$ cat config.mk
export PLATFORM = sky130hd
export DESIGN_NAME = spi_chain_slave
export DESIGN_NICKNAME = d
export VERILOG_FILES = /design/src/rtl/spi_chain_pkg.sv /design/src/rtl/spi_chain_sync.sv /design/src/rtl/spi_chain_framer.sv /design/src/rtl/spi_chain_shifter.sv /design/src/rtl/spi_chain_slave.sv
export SDC_FILE = /design/constraint.sdc
export NUM_CORES = 1
export LEC_CHECK = 0
export BUFFER_PORTS_ARGS = -buffer_cell sky130_fd_sc_hd__buf_2
export CAP_MARGIN = 20
export CORE_UTILIZATION = 55
export DETAILED_ROUTE_END_ITERATION = 12
export GPL_TIMING_DRIVEN = 0
export PLACE_DENSITY = 0.83
export SYNTH_ARGS = -nofsm -noshare
export SYNTH_HDL_FRONTEND = slang
export SYNTH_SLANG_ARGS = --single-unit
$ cat constraint.sdc
create_clock -name clk -period 3.6 [get_ports clk]
set_input_delay 0 -clock clk [delete_from_list [all_inputs] [get_ports clk]]
set_output_delay 0 -clock clk [all_outputs]
set_load 0.01 [all_outputs]
$ cat src/rtl/spi_chain_pkg.sv
package spi_chain_pkg;

  localparam int unsigned FRAME_BITS = 24;

  // synchronised level of one serial line plus its edges
  typedef struct packed {
    logic lvl;
    logic rise;
    logic fall;
  } edge_t;

endpackage

$ cat src/rtl/spi_chain_sync.sv
module spi_chain_sync
  import spi_chain_pkg::*;
#(
  parameter int unsigned STAGES  = 2,
  parameter logic        RST_VAL = 1'b0
) (
  input  logic  clk,
  input  logic  rst_n,
  input  logic  din,
  output edge_t ev
);

  logic [STAGES-1:0] pipe_q;
  logic [STAGES-1:0] pipe_n;
  logic              prev_q;
  logic              prev_n;

  always_comb begin
    pipe_n = {pipe_q[STAGES-2:0], din};
    prev_n = pipe_q[STAGES-1];
  end

  always_ff @(posedge clk or negedge rst_n) begin
    if (!rst_n) begin
      pipe_q <= {STAGES{RST_VAL}};
      prev_q <= RST_VAL;
    end else begin
      pipe_q <= pipe_n;
      prev_q <= prev_n;
    end
  end

  always_comb begin
    ev.lvl  = pipe_q[STAGES-1];
    ev.rise = pipe_q[STAGES-1] & ~prev_q;
    ev.fall = ~pipe_q[STAGES-1] & prev_q;
  end

endmodule

$ cat src/rtl/spi_chain_framer.sv
module spi_chain_framer
  import spi_chain_pkg::*;
#(
  parameter int unsigned WORD_W = FRAME_BITS
) (
  input  logic  clk,
  input  logic  rst_n,
  input  edge_t cs_ev,
  input  edge_t sclk_ev,
  output logic  in_frame_o,
  output logic  shift_en_o,
  output logic  present_o,
  output logic  accept_o
);

  localparam int unsigned CW = (WORD_W > 1) ? $clog2(WORD_W) : 1;
  localparam logic [CW-1:0] LAST = CW'(WORD_W - 1);

  logic          in_q,   in_n;
  logic          wrap_q, wrap_n;
  logic [CW-1:0] cnt_q,  cnt_n;

  // strobes toward the shifter and the output stage
  always_comb begin
    shift_en_o = in_q & ~cs_ev.lvl & sclk_ev.rise;
    present_o  = cs_ev.fall | (in_q & ~cs_ev.lvl & sclk_ev.fall);
    accept_o   = in_q & cs_ev.rise & wrap_q & (cnt_q == '0);
    in_frame_o = in_q;
  end

  // window and bit-count next state
  always_comb begin
    in_n   = in_q;
    wrap_n = wrap_q;
    cnt_n  = cnt_q;
    if (cs_ev.fall) begin
      in_n   = 1'b1;
      wrap_n = 1'b0;
      cnt_n  = '0;
    end else if (cs_ev.rise) begin
      in_n   = 1'b0;
    end else if (shift_en_o) begin
      if (cnt_q == LAST) begin
        cnt_n  = '0;
        wrap_n = 1'b1;
      end else begin
        cnt_n  = cnt_q + 1'b1;
      end
    end
  end

  always_ff @(posedge clk or negedge rst_n) begin
    if (!rst_n) begin
      in_q   <= 1'b0;
      wrap_q <= 1'b0;
      cnt_q  <= '0;
    end else begin
      in_q   <= in_n;
      wrap_q <= wrap_n;
      cnt_q  <= cnt_n;
    end
  end


  cnt_range_chk: assert property (@(posedge clk) disable iff (!rst_n)
    cnt_q <= LAST);


  frame_open_chk: assert property (@(posedge clk) disable iff (!rst_n)
    $rose(in_q) |-> $past(cs_ev.fall));

endmodule

$ cat src/rtl/spi_chain_shifter.sv
module spi_chain_shifter #(
  parameter int unsigned WORD_W = 24
) (
  input  logic              clk,
  input  logic              rst_n,
  input  logic              shift_en,
  input  logic              sdi_bit,
  input  logic              present,
  input  logic              load_en,
  input  logic [WORD_W-1:0] load_word,
  output logic [WORD_W-1:0] word_o,
  output logic              sdo_o
);

  logic [WORD_W-1:0] sr_q, sr_n;
  logic              sdo_q, sdo_n;

  always_comb begin
    sr_n = sr_q;
    if (load_en) begin
      sr_n = load_word;
    end else if (shift_en) begin
      sr_n = {sr_q[WORD_W-2:0], sdi_bit};
    end
  end

  always_comb begin
    sdo_n = sdo_q;
    if (present) begin
      sdo_n = sr_q[WORD_W-1];
    end
  end

  always_ff @(posedge clk or negedge rst_n) begin
    if (!rst_n) begin
      sr_q  <= '0;
      sdo_q <= 1'b0;
    end else begin
      sr_q  <= sr_n;
      sdo_q <= sdo_n;
    end
  end

  assign word_o = sr_q;
  assign sdo_o  = sdo_q;

endmodule

$ cat src/rtl/spi_chain_slave.sv
module spi_chain_slave
  import spi_chain_pkg::*;
#(
  parameter int unsigned WORD_W      = FRAME_BITS,
  parameter int unsigned SYNC_STAGES = 2
) (
  input  logic              clk,
  input  logic              rst_n,
  input  logic              sclk_i,
  input  logic              csn_i,
  input  logic              sdi_i,
  input  logic              rd_pend_i,
  input  logic [WORD_W-1:0] rd_word_i,
  output logic              sdo_o,
  output logic              sdo_oe_o,
  output logic              frm_vld_o,
  output logic [WORD_W-1:0] frm_word_o
);

  localparam int unsigned N_LINES = 3;
  localparam int unsigned L_SCLK  = 0;
  localparam int unsigned L_CS    = 1;
  localparam int unsigned L_SDI   = 2;

  // reset: asserted asynchronously, released on a clock edge
  logic [1:0] rst_pipe_q;
  logic       rst_sn;

  always_ff @(posedge clk or negedge rst_n) begin
    if (!rst_n) begin
      rst_pipe_q <= 2'b00;
    end else begin
      rst_pipe_q <= {rst_pipe_q[0], 1'b1};
    end
  end
  assign rst_sn = rst_pipe_q[1];

  // line synchronisers; reset to low so a select held low at reset shows no fall
  logic [N_LINES-1:0] raw;
  edge_t              ev [N_LINES];

  assign raw[L_SCLK] = sclk_i;
  assign raw[L_CS]   = csn_i;
  assign raw[L_SDI]  = sdi_i;

  for (genvar g = 0; g < N_LINES; g++) begin : g_sync
    spi_chain_sync #(
      .STAGES  (SYNC_STAGES),
      .RST_VAL (1'b0)
    ) u_sync (
      .clk   (clk),
      .rst_n (rst_sn),
      .din   (raw[g]),
      .ev    (ev[g])
    );
  end

  edge_t ev_sclk, ev_cs, ev_sdi;
  assign ev_sclk = ev[L_SCLK];
  assign ev_cs   = ev[L_CS];
  assign ev_sdi  = ev[L_SDI];

  logic in_frame, shift_en, present, accept;

  spi_chain_framer #(
    .WORD_W (WORD_W)
  ) u_framer (
    .clk        (clk),
    .rst_n      (rst_sn),
    .cs_ev      (ev_cs),
    .sclk_ev    (ev_sclk),
    .in_frame_o (in_frame),
    .shift_en_o (shift_en),
    .present_o  (present),
    .accept_o   (accept)
  );

  logic              frm_vld_q, frm_vld_n;
  logic [WORD_W-1:0] frm_word_q, frm_word_n;
  logic [WORD_W-1:0] sr_word;
  logic              load_en;

  assign load_en = frm_vld_q & rd_pend_i;

  spi_chain_shifter #(
    .WORD_W (WORD_W)
  ) u_shift (
    .clk       (clk),
    .rst_n     (rst_sn),
    .shift_en  (shift_en),
    .sdi_bit   (ev_sdi.lvl),
    .present   (present),
    .load_en   (load_en),
    .load_word (rd_word_i),
    .word_o    (sr_word),
    .sdo_o     (sdo_o)
  );

  always_comb begin
    frm_vld_n  = accept;
    frm_word_n = frm_word_q;
    if (accept) begin
      frm_word_n = sr_word;
    end
  end

  always_ff @(posedge clk or negedge rst_sn) begin
    if (!rst_sn) begin
      frm_vld_q  <= 1'b0;
      frm_word_q <= '0;
    end else begin
      frm_vld_q  <= frm_vld_n;
      frm_word_q <= frm_word_n;
    end
  end

  assign frm_vld_o  = frm_vld_q;
  assign frm_word_o = frm_word_q;
  assign sdo_oe_o   = in_frame;


  oe_off_chk: assert property (@(posedge clk) disable iff (!rst_sn)
    ev_cs.lvl |=> !sdo_oe_o);


  sdo_hold_chk: assert property (@(posedge clk) disable iff (!rst_sn)
    (!ev_cs.fall && !ev_sclk.fall) |=> $stable(sdo_o));


  vld_src_chk: assert property (@(posedge clk) disable iff (!rst_sn)
    frm_vld_o |-> $past(ev_cs.rise));


  word_hold_chk: assert property (@(posedge clk) disable iff (!rst_sn)
    !frm_vld_o |-> $stable(frm_word_o));


  rd_load_chk: assert property (@(posedge clk) disable iff (!rst_sn)
    (frm_vld_o && rd_pend_i) |=> (sr_word == $past(rd_word_i)));


  idle_hold_chk: assert property (@(posedge clk) disable iff (!rst_sn)
    (ev_cs.lvl && !frm_vld_o) |=> $stable(sr_word));

endmodule

# ---- After elaboration in Yosys (flattened, before gate mapping)
# Cells that the tools add are included.
dict set report op_classes {
  n_addsub 1
  n_reduce_logical 7
  n_mux 12
  n_bitwise 16
  n_eq_ne 2
}
# op count
set ops {}
lappend ops {{$mux W24} 2}
lappend ops {{$mux W5} 4}
lappend ops {{$and A1 B1 Y1} 11}
lappend ops {{$reduce_bool A2 Y1} 4}
lappend ops {{$mux W1} 6}
lappend ops {{$add A5 B1 Y5 const B} 1}
lappend ops {{$eq A5 B5 Y1 const B} 1}
lappend ops {{$logic_not A5 Y1} 1}
lappend ops {{$not A1 Y1} 4}
lappend ops {{$reduce_and A3 Y1} 1}
lappend ops {{$ne A2 B2 Y1 const B} 1}
lappend ops {{$reduce_and A2 Y1} 1}
lappend ops {{$or A1 B1 Y1} 1}
dict set report totals {
  wordCells 51
  output_inout_bits 27
  register_bits 67
  inputBits 30
}

# ---- Logic depth before layout (Yosys ltp)
dict set report depth {
  word_depth 6
  ltp_mapped 6
  depth_no_buf 5
}

# ---- Hierarchy
# Synthesis repeated with hierarchy kept, for this count alone.
dict set report hier_totals {
  hier_cells 220
  area_unflattened_um2 2969.1
}
# mod area_each_um2 n_inst seq_area_each_um2 cells_each
set by_module_without_submodules {}
lappend by_module_without_submodules {spi_chain_shifter 1163.6 1 625.6 106}
lappend by_module_without_submodules {spi_chain_slave 1082.3 1 675.6 56}
lappend by_module_without_submodules {spi_chain_framer 430.4 1 175.2 40}
lappend by_module_without_submodules {spi_chain_sync 97.6 3 75.1 6}

# ---- Least setup slack after synthesis
# No wires, ideal clock.
dict set report synth_timing {
  path_kind {reg2reg}
  startpoint {reg g_sync[1].u_sync.prev_q}
  endpoint {reg frm_word_q[10] (netlist: frm_word_o[10])}
  synth_period_minus_slack_ns 1.562
  arrival_time_ns 1.437
  path_stages_with_launch 7
  t_required_ns 3.475
  setup_slack_ns 2.038
  path_buffers 1
  setup_time_ns 0.125
  path_cell_list {dfrtp_1 inv_1 ha_1 and4b_1 nand3_4 buf_6 mux2_4}
}
dict set report synth_via {
  elab_chain_cells 5
}
# element line_no
set synth_rtl {}
lappend synth_rtl {{from (decl)} spi_chain_sync.sv:15} ;# logic prev_q;
lappend synth_rtl {{from (signal assigned)} spi_chain_sync.sv:29} ;# prev_q <= prev_n;
lappend synth_rtl {{$not A1 Y1} spi_chain_sync.sv:35} ;# ev.rise = pipe_q[STAGES-1] & ~prev_q;
lappend synth_rtl {{$and A1 B1 Y1} spi_chain_sync.sv:35}
lappend synth_rtl {{$and A1 B1 Y1 (3 in a row)} spi_chain_framer.sv:27} ;# accept_o = in_q & cs_ev.rise & wrap_q & (cnt_q == '0);
lappend synth_rtl {{to (signal assigned)} spi_chain_slave.sv:113} ;# frm_word_q <= frm_word_n;
lappend synth_rtl {{to (decl)} spi_chain_slave.sv:79} ;# logic [WORD_W-1:0] frm_word_q, frm_word_n;
# No other way between the ends.
# A chain may end at the register's enable or synchronous reset.

# ---- Worst setup path after layout
dict set report layout_timing {
  startpoint {reg g_sync[1].u_sync.pipe_q[1]}
  endpoint {reg frm_word_q[13] (netlist: frm_word_o[13])}
}
dict set report layout_via {
  elab_chain_cells 4
}
# element line_no
set layout_rtl {}
lappend layout_rtl {{from (decl)} spi_chain_sync.sv:13} ;# logic [STAGES-1:0] pipe_q;
lappend layout_rtl {{from (signal assigned)} spi_chain_sync.sv:25} ;# pipe_q <= {STAGES{RST_VAL}};
lappend layout_rtl {{from (signal assigned)} spi_chain_sync.sv:28} ;# pipe_q <= pipe_n;
lappend layout_rtl {{$and A1 B1 Y1} spi_chain_sync.sv:35}
lappend layout_rtl {{$and A1 B1 Y1 (3 in a row)} spi_chain_framer.sv:27}
# No other way between the ends.

==> flow_summary.yaml <==
run_status:
  status: "complete, no violations"
drt:
  drc: 0
  drtIter0Drc: 149
  ant_nets: 0
  vias: 2072
  drtPass1Iterations: 4
  viasPerCell: 5.35
  routedWlPerCell_um: 16.0
  drt-total-wl_mm: 6.18
yosys:
  syn_avg_cell_area_um2: 13.2
  synth_top_area_share: 0.582
  synthSimpleGateAreaFrac: 0.0726
  synth_fa_ha_area_frac: 0.0174
  ys_types: 33
  synth-edff-count: 0
  synthMuxAreaShare: 0.214
  syn-num-nets: 252
  synth_ff_type: "dfrtp_1"
  synth.largest_area_cell: "dfrtp_1"
  synth_xor_area_frac: 0
  synth_area_um2: 2880
  yosys_warnings: 0
  synth_compound_gate_area_share: 0.0739
  ys_ff_latch: 67
  synth_area_leaders: "dfrtp_1 (58%), mux2_4 (9.9%), mux2i_1 (8.3%), o21ai_0 (4.3%), mux2_2 (3.1%)"
  async_flop_share: 1.00
  ys_seq_area_frac: 0.582
  synth_top_cells_by_count: "dfrtp_1 (67), o21ai_0 (25), mux2i_1 (24), nand2_1 (24), mux2_4 (19)"
  synth_cells: 218
  synth_top_family_by_area: "multiplexers"
  yosysMostFrequentCell: "dfrtp_1"
global_routing:
  grtUsageTotal: 0.252
  grt_pass1_vias: 2145
  grt_pass1_wl_mm: 10.1
  antenna_found_initial: 0
  gr-total-overflow: 0
  grt_max_degree: 38
timing:
  finalWorstPathRequiredPeriod_ps: 1740
  clock.fmax_mhz: 576
  maxSlewViolCount: 0
  worst_pin_slew_ps: 650
  setup_viol: 0
  finClkSkew_ps: 8.03
  final.setup.tns_ps: 0
  final_hold_viol_count: 0
  slew_headroom: 0.567
  setup_ws_ps: 1860
  post-route-period-util: 0.482
  rsz0062_at_grt: "no"
finish:
  drive_gt1_frac: 0.334
  areaGrowthSynthToFinish_pct: 29.9
  regArea_um2: 1680
  nets: 349
  multi_input_area_um2: 1090
  antenna-diode-count: 0
  final_cells: 387
  n_fill_cell: 314
clock_tree:
  cts_buffers: 9
  post_cts_buffers: 0
  clk_pin_slew_worst_paths_ps: 70
  cts_max_path_buffers: 2
  htreeDepth: 3
  cts_num_sinks: 67
  cts_root_buffer: "clkbuf_8"
  cts_tree: "done"
  worstSkewPairLatency_ps: 340
  cts-resized-gates: 0
  hold_buffers: 29
placed_design:
  dp_cells: 342
  place_hpwl_mm: 3.86
  pre_cts_ws_ps: 1880
  routabilityCongestion: 0.831
  port_buffers: 56
critical_path:
  crit_path_start: "g_sync[1].u_sync.pipe_q[1]"
  startpoint_type: "flip-flop"
  crit_path_max_fanout: 10
  critPathKind: "flip-flop to flip-flop"
  crit_path_end_kind: "flip-flop"
  regToRegStartpoint: "g_sync[1].u_sync.pipe_q[1]"
  r2r_cells: 5
  arrival_ps: 1950
  regToRegEndpoint: "frm_word_o[13]"
  crit_required_ps: 3820
  rrSetupSlack_ps: 1860
die:
  die-height_um: 74.4
  coreArea_um2: 4880
  dieWidth_um: 74.4
  dieArea_um2: 5530
  num_rows: 25
  io_pins: 57
  start_util: 0.590
power_and_ir_drop:
  max-vdd-ir-drop_mv: 0.279
  power.density_nw_per_um2: 396
  power_leakage_nw: 1.52
  power_mw: 1.48
hold_path:
  min-delay-path-class: "flip-flop to asynchronous set/reset pin"
run:
  maxCapViolations: 0
## flip-flops by register name (all words and copies together), names as in the netlist
name	flops
frm_vld_o	1
u_framer.cnt_q	5
frm_word_o	24
u_shift.word_o	24
u_shift.sdo_o	1
g_sync.u_sync.pipe_q	6
rst_pipe_q	2
g_sync.u_sync.prev_q	2
u_framer.in_frame_o	1
u_framer.wrap_q	1
## how the worst max path moves through the flow
stage | end | slack, ps | cells after the start
detailed placement | frm_word_o[19] | 1880 | 5
global placement | frm_word_o[6] | 920 | 0
finish | frm_word_o[13] | 1860 | 5
global route | frm_word_o[7] | 1750 | 5
CTS | frm_word_o[18] | 1850 | 5
floorplan | frm_vld_o | 1600 | 0
## cells in the final DEF (no fill, tap or decap), types with 2 or more instances in the layout
| cell type | netlist | layout |
|---|---|---|
| a21oi_1 | 2 | 2 |
| mux2_4 | 19 | 19 |
| dfrtp_1 | 67 | 66 |
| a41oi_1 | 2 | 2 |
| mux2_2 | 8 | 8 |
| and4b_1 | 2 | 2 |
| clkinvlp_4 | 0 | 2 |
| nand2b_1 | 2 | 2 |
| nand2_1 | 24 | 24 |
| clkinv_2 | 0 | 2 |
| dlygate4sd3_1 | 0 | 29 |
| buf_6 | 3 | 3 |
| nor2_1 | 2 | 2 |
| ha_1 | 4 | 4 |
| buf_2 | 1 | 57 |
| clkbuf_1 | 6 | 8 |
| buf_4 | 2 | 2 |
| clkbuf_8 | 0 | 9 |
| and4_1 | 2 | 2 |
| mux2i_1 | 24 | 24 |
| o21ai_0 | 25 | 25 |
| inv_1 | 8 | 8 |
## kinds of logic after synthesis
group / count (synthesis)
flip-flops: 67
multiplexers: 51
AND/OR/NAND/NOR: 38
AO/OA/AOI/OAI: 36
buffers and inverters: 21
adder cells (fa/ha/maj): 4
other: 1
## layout make-up
class / count / area share
clock inverters: 5 / 0.0147
repair buffers: 86 / 0.158
well taps: 67 / 0.0224
inverters: 8 / 0.00803
flip-flops and latches: 67 / 0.448
plain buffers: 13 / 0.0217
clock buffers: 11 / 0.0351
multi-input cells: 130 / 0.292
## worst max-delay path, cell delays in order (launching register included)
cell	delay (ps)
dfrtp_1	410
ha_1	270
and4b_1	270
nand3_4	160
buf_6	200
mux2_4	300
## per-stage QoR
stage          hold WS (ps)   util  instance area [um^2]
2_1_floorplan          -296      -                  2880
3_3_place_gp           -214  0.665                  3240
4_1_cts                 289  0.767                  3740
6_report                300  0.767                  3740
5_1_grt                 287  0.767                  3740
3_5_place_dp           -211  0.669                  3260
## power breakdown
| group | switching [mW] | internal, mW | leakage (nW) |
|---|---|---|---|
| clock | 0.275 | 0.318 | 0.0893 |
| sequential | 0.0241 | 0.773 | 0.659 |
| combinational | 0.0382 | 0.0531 | 0.767 |
## per-layer routing
metal  vias up  track usage  share of wire
li1        955            -              -
met1      1028        0.306           0.41
met2        80        0.428           0.52
met3         9       0.0569          0.060
met4         0        0.124          0.013
met5         -            0              0
(Power assumes the default switching activity.)
